===== config.mk =====
export PLATFORM = sky130hd
export DESIGN_NAME = sflash_read_engine
export DESIGN_NICKNAME = d
export VERILOG_FILES = /design/src/rtl/sfr_pkg.sv /design/src/rtl/sfr_cmd_seq.sv /design/src/rtl/sfr_fetch.sv /design/src/rtl/sfr_tx.sv /design/src/rtl/sflash_read_engine.sv
export SDC_FILE = /design/constraint.sdc
export NUM_CORES = 1
export LEC_CHECK = 0
export BUFFER_PORTS_ARGS = -buffer_cell sky130_fd_sc_hd__clkbuf_2
export CAP_MARGIN = 20
export CORE_ASPECT_RATIO = 1.25
export CORE_MARGIN = 1
export CORE_UTILIZATION = 40
export DETAILED_ROUTE_END_ITERATION = 10
export PLACE_DENSITY_LB_ADDON = 0.25
export SYNTH_ARGS = -nofsm -noshare
export SYNTH_HDL_FRONTEND = slang
export SYNTH_SLANG_ARGS = --single-unit

===== constraint.sdc =====
create_clock -name clk -period 3.2 [get_ports clk]
set_input_delay 0.48 -clock clk [delete_from_list [all_inputs] [get_ports clk]]
set_output_delay 0.48 -clock clk [all_outputs]
set_load 0.005 [all_outputs]

===== src/rtl/sfr_pkg.sv =====
// Shared constants, phase type and command decode for the serial flash read
// engine. Assumes a byte-wide data path and at most two dummy bytes.
package sfr_pkg;

    localparam int BYTE_W          = 8;
    localparam int MAX_DUMMY_BYTES = 2;
    localparam int DUMMY_CW        = $clog2(MAX_DUMMY_BYTES + 1);

    localparam logic [BYTE_W-1:0] CMD_READ_SLOW = 8'h03;
    localparam logic [BYTE_W-1:0] CMD_READ_FAST = 8'h0B;
    localparam logic [BYTE_W-1:0] CMD_READ_WIDE = 8'h1B;
    localparam logic [BYTE_W-1:0] CMD_READ_DUAL = 8'h3B;

    typedef enum logic [2:0] {
        PH_CMD,
        PH_ADDR,
        PH_DUMMY,
        PH_DATA,
        PH_SKIP
    } sfr_phase_e;

    typedef struct packed {
        logic                known;
        logic                dual;
        logic [DUMMY_CW-1:0] dummy_bytes;
    } sfr_cmd_t;

    // Map a command byte to its read attributes; unknown bytes give known=0.
    function automatic sfr_cmd_t sfr_decode(input logic [BYTE_W-1:0] op);
        sfr_cmd_t c;
        c = '0;
        case (op)
            CMD_READ_SLOW: begin
                c.known = 1'b1;
            end
            CMD_READ_FAST: begin
                c.known       = 1'b1;
                c.dummy_bytes = DUMMY_CW'(1);
            end
            CMD_READ_WIDE: begin
                c.known       = 1'b1;
                c.dummy_bytes = DUMMY_CW'(2);
            end
            CMD_READ_DUAL: begin
                c.known       = 1'b1;
                c.dual        = 1'b1;
                c.dummy_bytes = DUMMY_CW'(1);
            end
            default: c = '0;
        endcase
        return c;
    endfunction

endpackage


===== src/rtl/sfr_cmd_seq.sv =====
// Input-side phase sequencer. Counts rising serial clock edges while the bus
// is selected, shifts in the command and the address (most significant bit
// first), lets the dummy clocks pass and then flags the data phase.
// Assumes: rise is a one-cycle pulse per rising sclk edge; sel low clears all.
module sfr_cmd_seq
    import sfr_pkg::*;
#(
    parameter int ADDR_BITS = 24,
    parameter int MEM_AW    = 20
) (
    input  logic              clk,
    input  logic              rst_n,
    input  logic              sel,
    input  logic              rise,
    input  logic              sdi,
    output logic              in_data,
    output logic              dual,
    output logic              start,
    output logic [MEM_AW-1:0] addr
);

    localparam int DUMMY_BITS_MAX = MAX_DUMMY_BYTES * BYTE_W;
    localparam int CNT_MAX = (ADDR_BITS > DUMMY_BITS_MAX) ? ADDR_BITS : DUMMY_BITS_MAX;
    localparam int CNT_W   = $clog2(CNT_MAX);

    sfr_phase_e        phase;
    logic [CNT_W-1:0]  cnt;
    logic [BYTE_W-1:0] cmd_sr;
    sfr_cmd_t          cmd;
    logic [BYTE_W-1:0] cmd_next;
    sfr_cmd_t          dec;
    logic [CNT_W-1:0]  dummy_last;

    // Next command byte, its decode, and the last dummy clock index.
    always_comb begin
        cmd_next   = {cmd_sr[BYTE_W-2:0], sdi};
        dec        = sfr_decode(cmd_next);
        dummy_last = CNT_W'(int'(cmd.dummy_bytes) * BYTE_W - 1);
    end

    // Phase progression on each rising serial clock edge.
    always_ff @(posedge clk) begin
        if (!rst_n || !sel) begin
            phase  <= PH_CMD;
            cnt    <= '0;
            cmd_sr <= '0;
            cmd    <= '0;
            addr   <= '0;
            start  <= 1'b0;
        end else begin
            start <= 1'b0;
            if (rise) begin
                case (phase)
                    PH_CMD: begin
                        cmd_sr <= cmd_next;
                        if (cnt == CNT_W'(BYTE_W - 1)) begin
                            cnt   <= '0;
                            cmd   <= dec;
                            phase <= dec.known ? PH_ADDR : PH_SKIP;
                        end else begin
                            cnt <= cnt + CNT_W'(1);
                        end
                    end
                    PH_ADDR: begin
                        addr <= {addr[MEM_AW-2:0], sdi};
                        if (cnt == CNT_W'(ADDR_BITS - 1)) begin
                            cnt   <= '0;
                            start <= 1'b1;
                            phase <= (cmd.dummy_bytes == '0) ? PH_DATA : PH_DUMMY;
                        end else begin
                            cnt <= cnt + CNT_W'(1);
                        end
                    end
                    PH_DUMMY: begin
                        if (cnt == dummy_last) begin
                            cnt   <= '0;
                            phase <= PH_DATA;
                        end else begin
                            cnt <= cnt + CNT_W'(1);
                        end
                    end
                    default: begin
                        cnt <= cnt;
                    end
                endcase
            end
        end
    end

    assign in_data = (phase == PH_DATA);
    assign dual    = cmd.dual;

endmodule


===== src/rtl/sfr_fetch.sv =====
// Memory fetch pointer. Issues the first read when the address is complete
// and one read per byte-start request after that, each at the next address,
// wrapping naturally at the memory address width.
// Assumes: start and adv never pulse in the same cycle.
module sfr_fetch #(
    parameter int MEM_AW = 20
) (
    input  logic              clk,
    input  logic              rst_n,
    input  logic              sel,
    input  logic              start,
    input  logic [MEM_AW-1:0] start_addr,
    input  logic              adv,
    output logic              rd_en,
    output logic [MEM_AW-1:0] rd_addr
);

    logic [MEM_AW-1:0] ptr;

    // Read strobe and address generation with post-incremented pointer.
    always_ff @(posedge clk) begin
        if (!rst_n || !sel) begin
            rd_en   <= 1'b0;
            rd_addr <= '0;
            ptr     <= '0;
        end else begin
            rd_en <= 1'b0;
            if (start) begin
                rd_en   <= 1'b1;
                rd_addr <= start_addr;
                ptr     <= start_addr + MEM_AW'(1);
            end else if (adv) begin
                rd_en   <= 1'b1;
                rd_addr <= ptr;
                ptr     <= ptr + MEM_AW'(1);
            end
        end
    end

endmodule


===== src/rtl/sfr_tx.sv =====
// Output shifter. On each falling serial clock edge of the data phase it
// either loads the held memory byte (at a byte boundary, asking for the
// next fetch) or shifts by one bit, or by two in the two-pin mode.
// Assumes: fill is stable from the cycle after the preceding fetch strobe.
module sfr_tx
    import sfr_pkg::*;
(
    input  logic              clk,
    input  logic              rst_n,
    input  logic              sel,
    input  logic              fall,
    input  logic              in_data,
    input  logic              dual,
    input  logic [BYTE_W-1:0] fill,
    output logic              adv,
    output logic              sdo,
    output logic              sdo_en,
    output logic              sdi_out,
    output logic              sdi_out_en
);

    localparam int POS_W = $clog2(BYTE_W);

    logic [BYTE_W-1:0] obyte;
    logic [POS_W-1:0]  pos;
    logic              drive;

    // Byte load / bit shift on falling edges of the data phase.
    always_ff @(posedge clk) begin
        if (!rst_n || !sel) begin
            obyte <= '0;
            pos   <= '0;
            drive <= 1'b0;
            adv   <= 1'b0;
        end else begin
            adv <= 1'b0;
            if (fall && in_data) begin
                drive <= 1'b1;
                if (pos == '0) begin
                    obyte <= fill;
                    adv   <= 1'b1;
                end else if (dual) begin
                    obyte <= {obyte[BYTE_W-3:0], 2'b00};
                end else begin
                    obyte <= {obyte[BYTE_W-2:0], 1'b0};
                end
                pos <= pos + (dual ? POS_W'(2) : POS_W'(1));
            end
        end
    end

    assign sdo        = obyte[BYTE_W-1];
    assign sdi_out    = obyte[BYTE_W-2];
    assign sdo_en     = drive;
    assign sdi_out_en = drive & dual;

endmodule


===== src/rtl/sflash_read_engine.sv =====
// Top of the serial flash read engine. Detects serial clock edges against
// the system clock and ties together the input sequencer, the fetch pointer
// and the output shifter.
// Assumes: bus pins synchronous to clk, each sclk level held >= 4 clk cycles.
module sflash_read_engine
    import sfr_pkg::*;
#(
    parameter int ADDR_BITS = 24,
    parameter int MEM_AW    = 20
) (
    input  logic              clk,
    input  logic              rst_n,
    input  logic              sel_n,
    input  logic              sclk,
    input  logic              sdi,
    output logic              sdo,
    output logic              sdo_en,
    output logic              sdi_out,
    output logic              sdi_out_en,
    output logic              mem_rd_en,
    output logic [MEM_AW-1:0] mem_addr,
    input  logic [BYTE_W-1:0] mem_rdata
);

    logic              sel;
    logic              sclk_q;
    logic              rise;
    logic              fall;
    logic              in_data;
    logic              dual;
    logic              start;
    logic              adv;
    logic [MEM_AW-1:0] start_addr;

    assign sel = ~sel_n;

    // Previous serial clock level for edge detection.
    always_ff @(posedge clk) begin
        if (!rst_n) begin
            sclk_q <= 1'b0;
        end else begin
            sclk_q <= sclk;
        end
    end

    assign rise = sel & sclk & ~sclk_q;
    assign fall = sel & ~sclk & sclk_q;

    sfr_cmd_seq #(
        .ADDR_BITS (ADDR_BITS),
        .MEM_AW    (MEM_AW)
    ) i_seq (
        .clk     (clk),
        .rst_n   (rst_n),
        .sel     (sel),
        .rise    (rise),
        .sdi     (sdi),
        .in_data (in_data),
        .dual    (dual),
        .start   (start),
        .addr    (start_addr)
    );

    sfr_fetch #(
        .MEM_AW (MEM_AW)
    ) i_fetch (
        .clk        (clk),
        .rst_n      (rst_n),
        .sel        (sel),
        .start      (start),
        .start_addr (start_addr),
        .adv        (adv),
        .rd_en      (mem_rd_en),
        .rd_addr    (mem_addr)
    );

    sfr_tx i_tx (
        .clk        (clk),
        .rst_n      (rst_n),
        .sel        (sel),
        .fall       (fall),
        .in_data    (in_data),
        .dual       (dual),
        .fill       (mem_rdata),
        .adv        (adv),
        .sdo        (sdo),
        .sdo_en     (sdo_en),
        .sdi_out    (sdi_out),
        .sdi_out_en (sdi_out_en)
    );

endmodule


==> results.sh <==
export IMPL_die_width_um=98.1
export IMPL_multi_input_area_um2=2550
export IMPL_nNetsFinal=606
export IMPL_fin_skew_ns=0.00618
export IMPL_worstSetupPathType="flop to flop"
export IMPL_grt_pass1_wl_um=17900
export IMPL_hp_start="sclk"
export IMPL_p_int_mw=1.81
export IMPL_leakage_nw=1.77
export IMPL_regArea_um2=1880
export IMPL_outcome="finished, violations left"
export IMPL_clk_latency_ns=0.35
export IMPL_netSwitchingPower_mw=0.478
export IMPL_cts_hold_fix_buffers=0
export IMPL_drtPass1Iterations=7
export IMPL_start_util=0.414
export IMPL_drc=4
export IMPL_place_area_um2=4900
export IMPL_coreArea_um2=11100
export IMPL_tritoncts="done"
export IMPL_post_route_period_util=0.791
export IMPL_postCtsSetupBuffers=0
export IMPL_fill_cells=1101
export IMPL_slew_viol_final=0
export IMPL_setup_violations_final=0
export IMPL_cp_arrival_ns=2.82
export IMPL_fin_tns_setup_ns=0
export IMPL_antenna_left=0
export IMPL_yosys_top_cells_count="dfxtp_1 (94), nor2_1 (83), nand2_1 (79)"
export IMPL_fp_dieH_um=122
export IMPL_powerDensity_nw_per_um2=440
export IMPL_power_frac_comb=0.022
export IMPL_synth_seq_cells=94
export IMPL_peakVddDrop_v=0.000217
export IMPL_crit_start="i_seq.start$_SDFF_PP0_"
export IMPL_relSlewSlack=0.378
export IMPL_gp_congestion=0.854
export IMPL_ys_warn_count=0
export IMPL_grt_usage=0.186
export IMPL_core_rowCount=43
export IMPL_htree_levels=3
export IMPL_cts_resized=0
export IMPL_avgRoutedWirePerCell_um=14.4
export IMPL_rsz0062_at_grt="no"
export IMPL_yosysSeqAreaShare=0.408
export IMPL_cts_buffers=9
export IMPL_crit_required_ns=3.49
export IMPL_grt_pass1_vias=3836
export IMPL_yosysUniqueCellTypes=56
export IMPL_cp_max_fo=36
export IMPL_n_antenna_cell=0
export IMPL_hold_class="primary input to flop"
export IMPL_timing_rr_start="i_seq.start$_SDFF_PP0_"
export IMPL_fmaxAchievable_mhz=395
export IMPL_startpoint_type="flop"
export IMPL_grt_max_degree=46
export IMPL_routed_via_density=5.49
export IMPL_clockBufferDepth=2
export IMPL_routed_wirelength_um=10500
export IMPL_syn_num_nets=584
export IMPL_finalCriticalPeriod_ns=2.53
export IMPL_area_growth_pct=12.5
export IMPL_cts_clk_slew_worst_paths_ns=0.07
export IMPL_synthArstFlopShare=0
export IMPL_critPathCaptureType="flop"
export IMPL_swShare=0.209
export IMPL_portBuffers=37
export IMPL_layout_drive_gt1_share=0.133
export IMPL_yosysMostFrequentCell="dfxtp_1"
export IMPL_synth_area_per_cell_um2=8.15
export IMPL_total_power_mw=2.29
export IMPL_dp_hpwl_um=7250
export IMPL_final_area_um2=5190
export IMPL_syn_inst=566
export IMPL_tightestPinTransition_ns=0.933
export IMPL_antenna_found_initial=0
export IMPL_drt_iter0_drc=177
export IMPL_synth_edff_count=0
export IMPL_violations="design-rule violations"
export IMPL_dieArea_um2=12000
export IMPL_pwr_share_clk=0.465
export IMPL_synth_area_um2=4610
export IMPL_netlist_top_cells_area="dfxtp_1 (41%), nor2_1 (6.8%), nand2_1 (6.4%)"
export IMPL_vias=3988
export IMPL_grt_ovfl_total=0
export IMPL_max_cap_viol_count=0
export IMPL_synth_top_area_share=0.408
export IMPL_cts_root_buf="clkbuf_16"
export IMPL_cts_sinks=94
export IMPL_ys_flop_type="dfxtp_1"
export IMPL_hold_violations=0
export IMPL_io_pins=38
export IMPL_yosysTopAreaCell="dfxtp_1"
export IMPL_power_frac_seq=0.513
[sequential cells by signal, indices dropped and copies added (netlist names)]
| register | flops |
|---|---|
| i_seq.dual | 1 |
| i_tx.sdo_en | 1 |
| i_tx.adv | 1 |
| sclk_q | 1 |
| i_seq.addr | 20 |
| i_seq.cmd_sr | 7 |
| i_seq.cmd | 2 |
| i_fetch.rd_en | 1 |
| i_tx.obyte | 8 |
| i_tx.pos | 3 |
| i_fetch.rd_addr | 20 |
| i_seq.start | 1 |
| i_fetch.ptr | 20 |
| i_seq.cnt | 5 |
| i_seq.phase | 3 |
[logic make-up (layout without fill, tap and decap cells)]
| logic type | count (synthesis) | count (layout) | share of synthesized area |
|---|---|---|---|
| xor gates and xnor gates | 32 | 32 | 0.0608 |
| muxes | 32 | 32 | 0.0708 |
| and+or+nand+nor | 241 | 241 | 0.241 |
| AOI/OAI and AO/OA | 116 | 116 | 0.164 |
| buffers and inverters | 46 | 72 | 0.0407 |
| adders and majority gates | 5 | 5 | 0.0152 |
| DFF | 94 | 94 | 0.408 |
[final timing paths]
path	end	slack, ns	depth (start not counted)
setup / recovery	i_fetch.ptr[12]$_SDFFE_PP0P_	0.67	8
hold / removal	sclk_q$_SDFF_PN0_	0.38	2
setup reg to reg	i_fetch.ptr[12]$_SDFFE_PP0P_	0.67	8
hold reg to reg	i_seq.addr[19]$_SDFFE_PP0N_	0.46	2
[area by class of cell]
| type | count | area share |
|---|---|---|
| multi-input cells | 426 | 0.491 |
| flip-flops and latches | 94 | 0.363 |
| clock buffers | 11 | 0.0468 |
| repair buffers | 47 | 0.0501 |
| inverters | 10 | 0.00723 |
| clock inverters | 4 | 0.00916 |
| well taps | 135 | 0.0325 |
[layout by cell type, fill, tap and decap left out, types with 2 or more instances in the layout]
cell and instances:
dfxtp_1 93, nor2_1 83, nand2_1 79, a21oi_1 57, clkbuf_2 37, mux2i_1 27
xnor2_1 22, a211oi_1 21, nand3_1 19, nor3_1 12, inv_1 10, xor2_1 10
buf_4 10, clkbuf_16 9, nand4_1 8, o21ai_0 8, nand3b_1 7, nor4_1 6
mux2_2 5, and2_1 4, a31oi_1 4, o22ai_1 4, or3_1 4, ha_1 4
a22o_1 3, and3_1 3, nand2b_1 2, nor2b_1 2, or4_1 2, a22oi_1 2
o211a_1 2, clkinv_2 2
[power groups by stage]
stage                     Combinational [mW]  Clock, mW  Sequential (mW)
after floorplan                       0.0322          0             1.20
after detailed placement              0.0510          0             1.20
after global routing                  0.0555       1.13             1.17
after global placement                0.0502          0             1.20
after CTS                             0.0511       1.09             1.17
final                                 0.0503       1.06             1.17
[per-layer routing]
| metal | share of wire | GRT usage |
|---|---|---|
| met5 | 0 | 0 |
| met4 | 0.026 | 0.0985 |
| met1 | 0.46 | 0.224 |
| met3 | 0.027 | 0.0270 |
| met2 | 0.49 | 0.320 |
[worst max-delay path, cell delays in order, from the launching register on]
cell,delay (ns)
dfxtp_2,0.69
mux2_2,0.28
ha_1,0.20
inv_1,0.09
a221oi_4,0.33
nand3b_4,0.18
or3_1,0.37
a31oi_1,0.15
a21boi_2,0.18
[metrics by stage]
step | setup WS [ns] | cells | hold slack, ns | utilization
2_1_floorplan | 0.500 | 566 | 0.436 | -
3_5_place_dp | 0.675 | 712 | 0.463 | 0.440
5_1_grt | 0.435 | 727 | 0.400 | 0.466
6_report | 0.670 | 727 | 0.383 | 0.466
3_3_place_gp | 0.725 | 712 | 0.447 | 0.440
4_1_cts | 0.671 | 727 | 0.375 | 0.466
No activity file was read; power rests on OpenSTA's default activity.
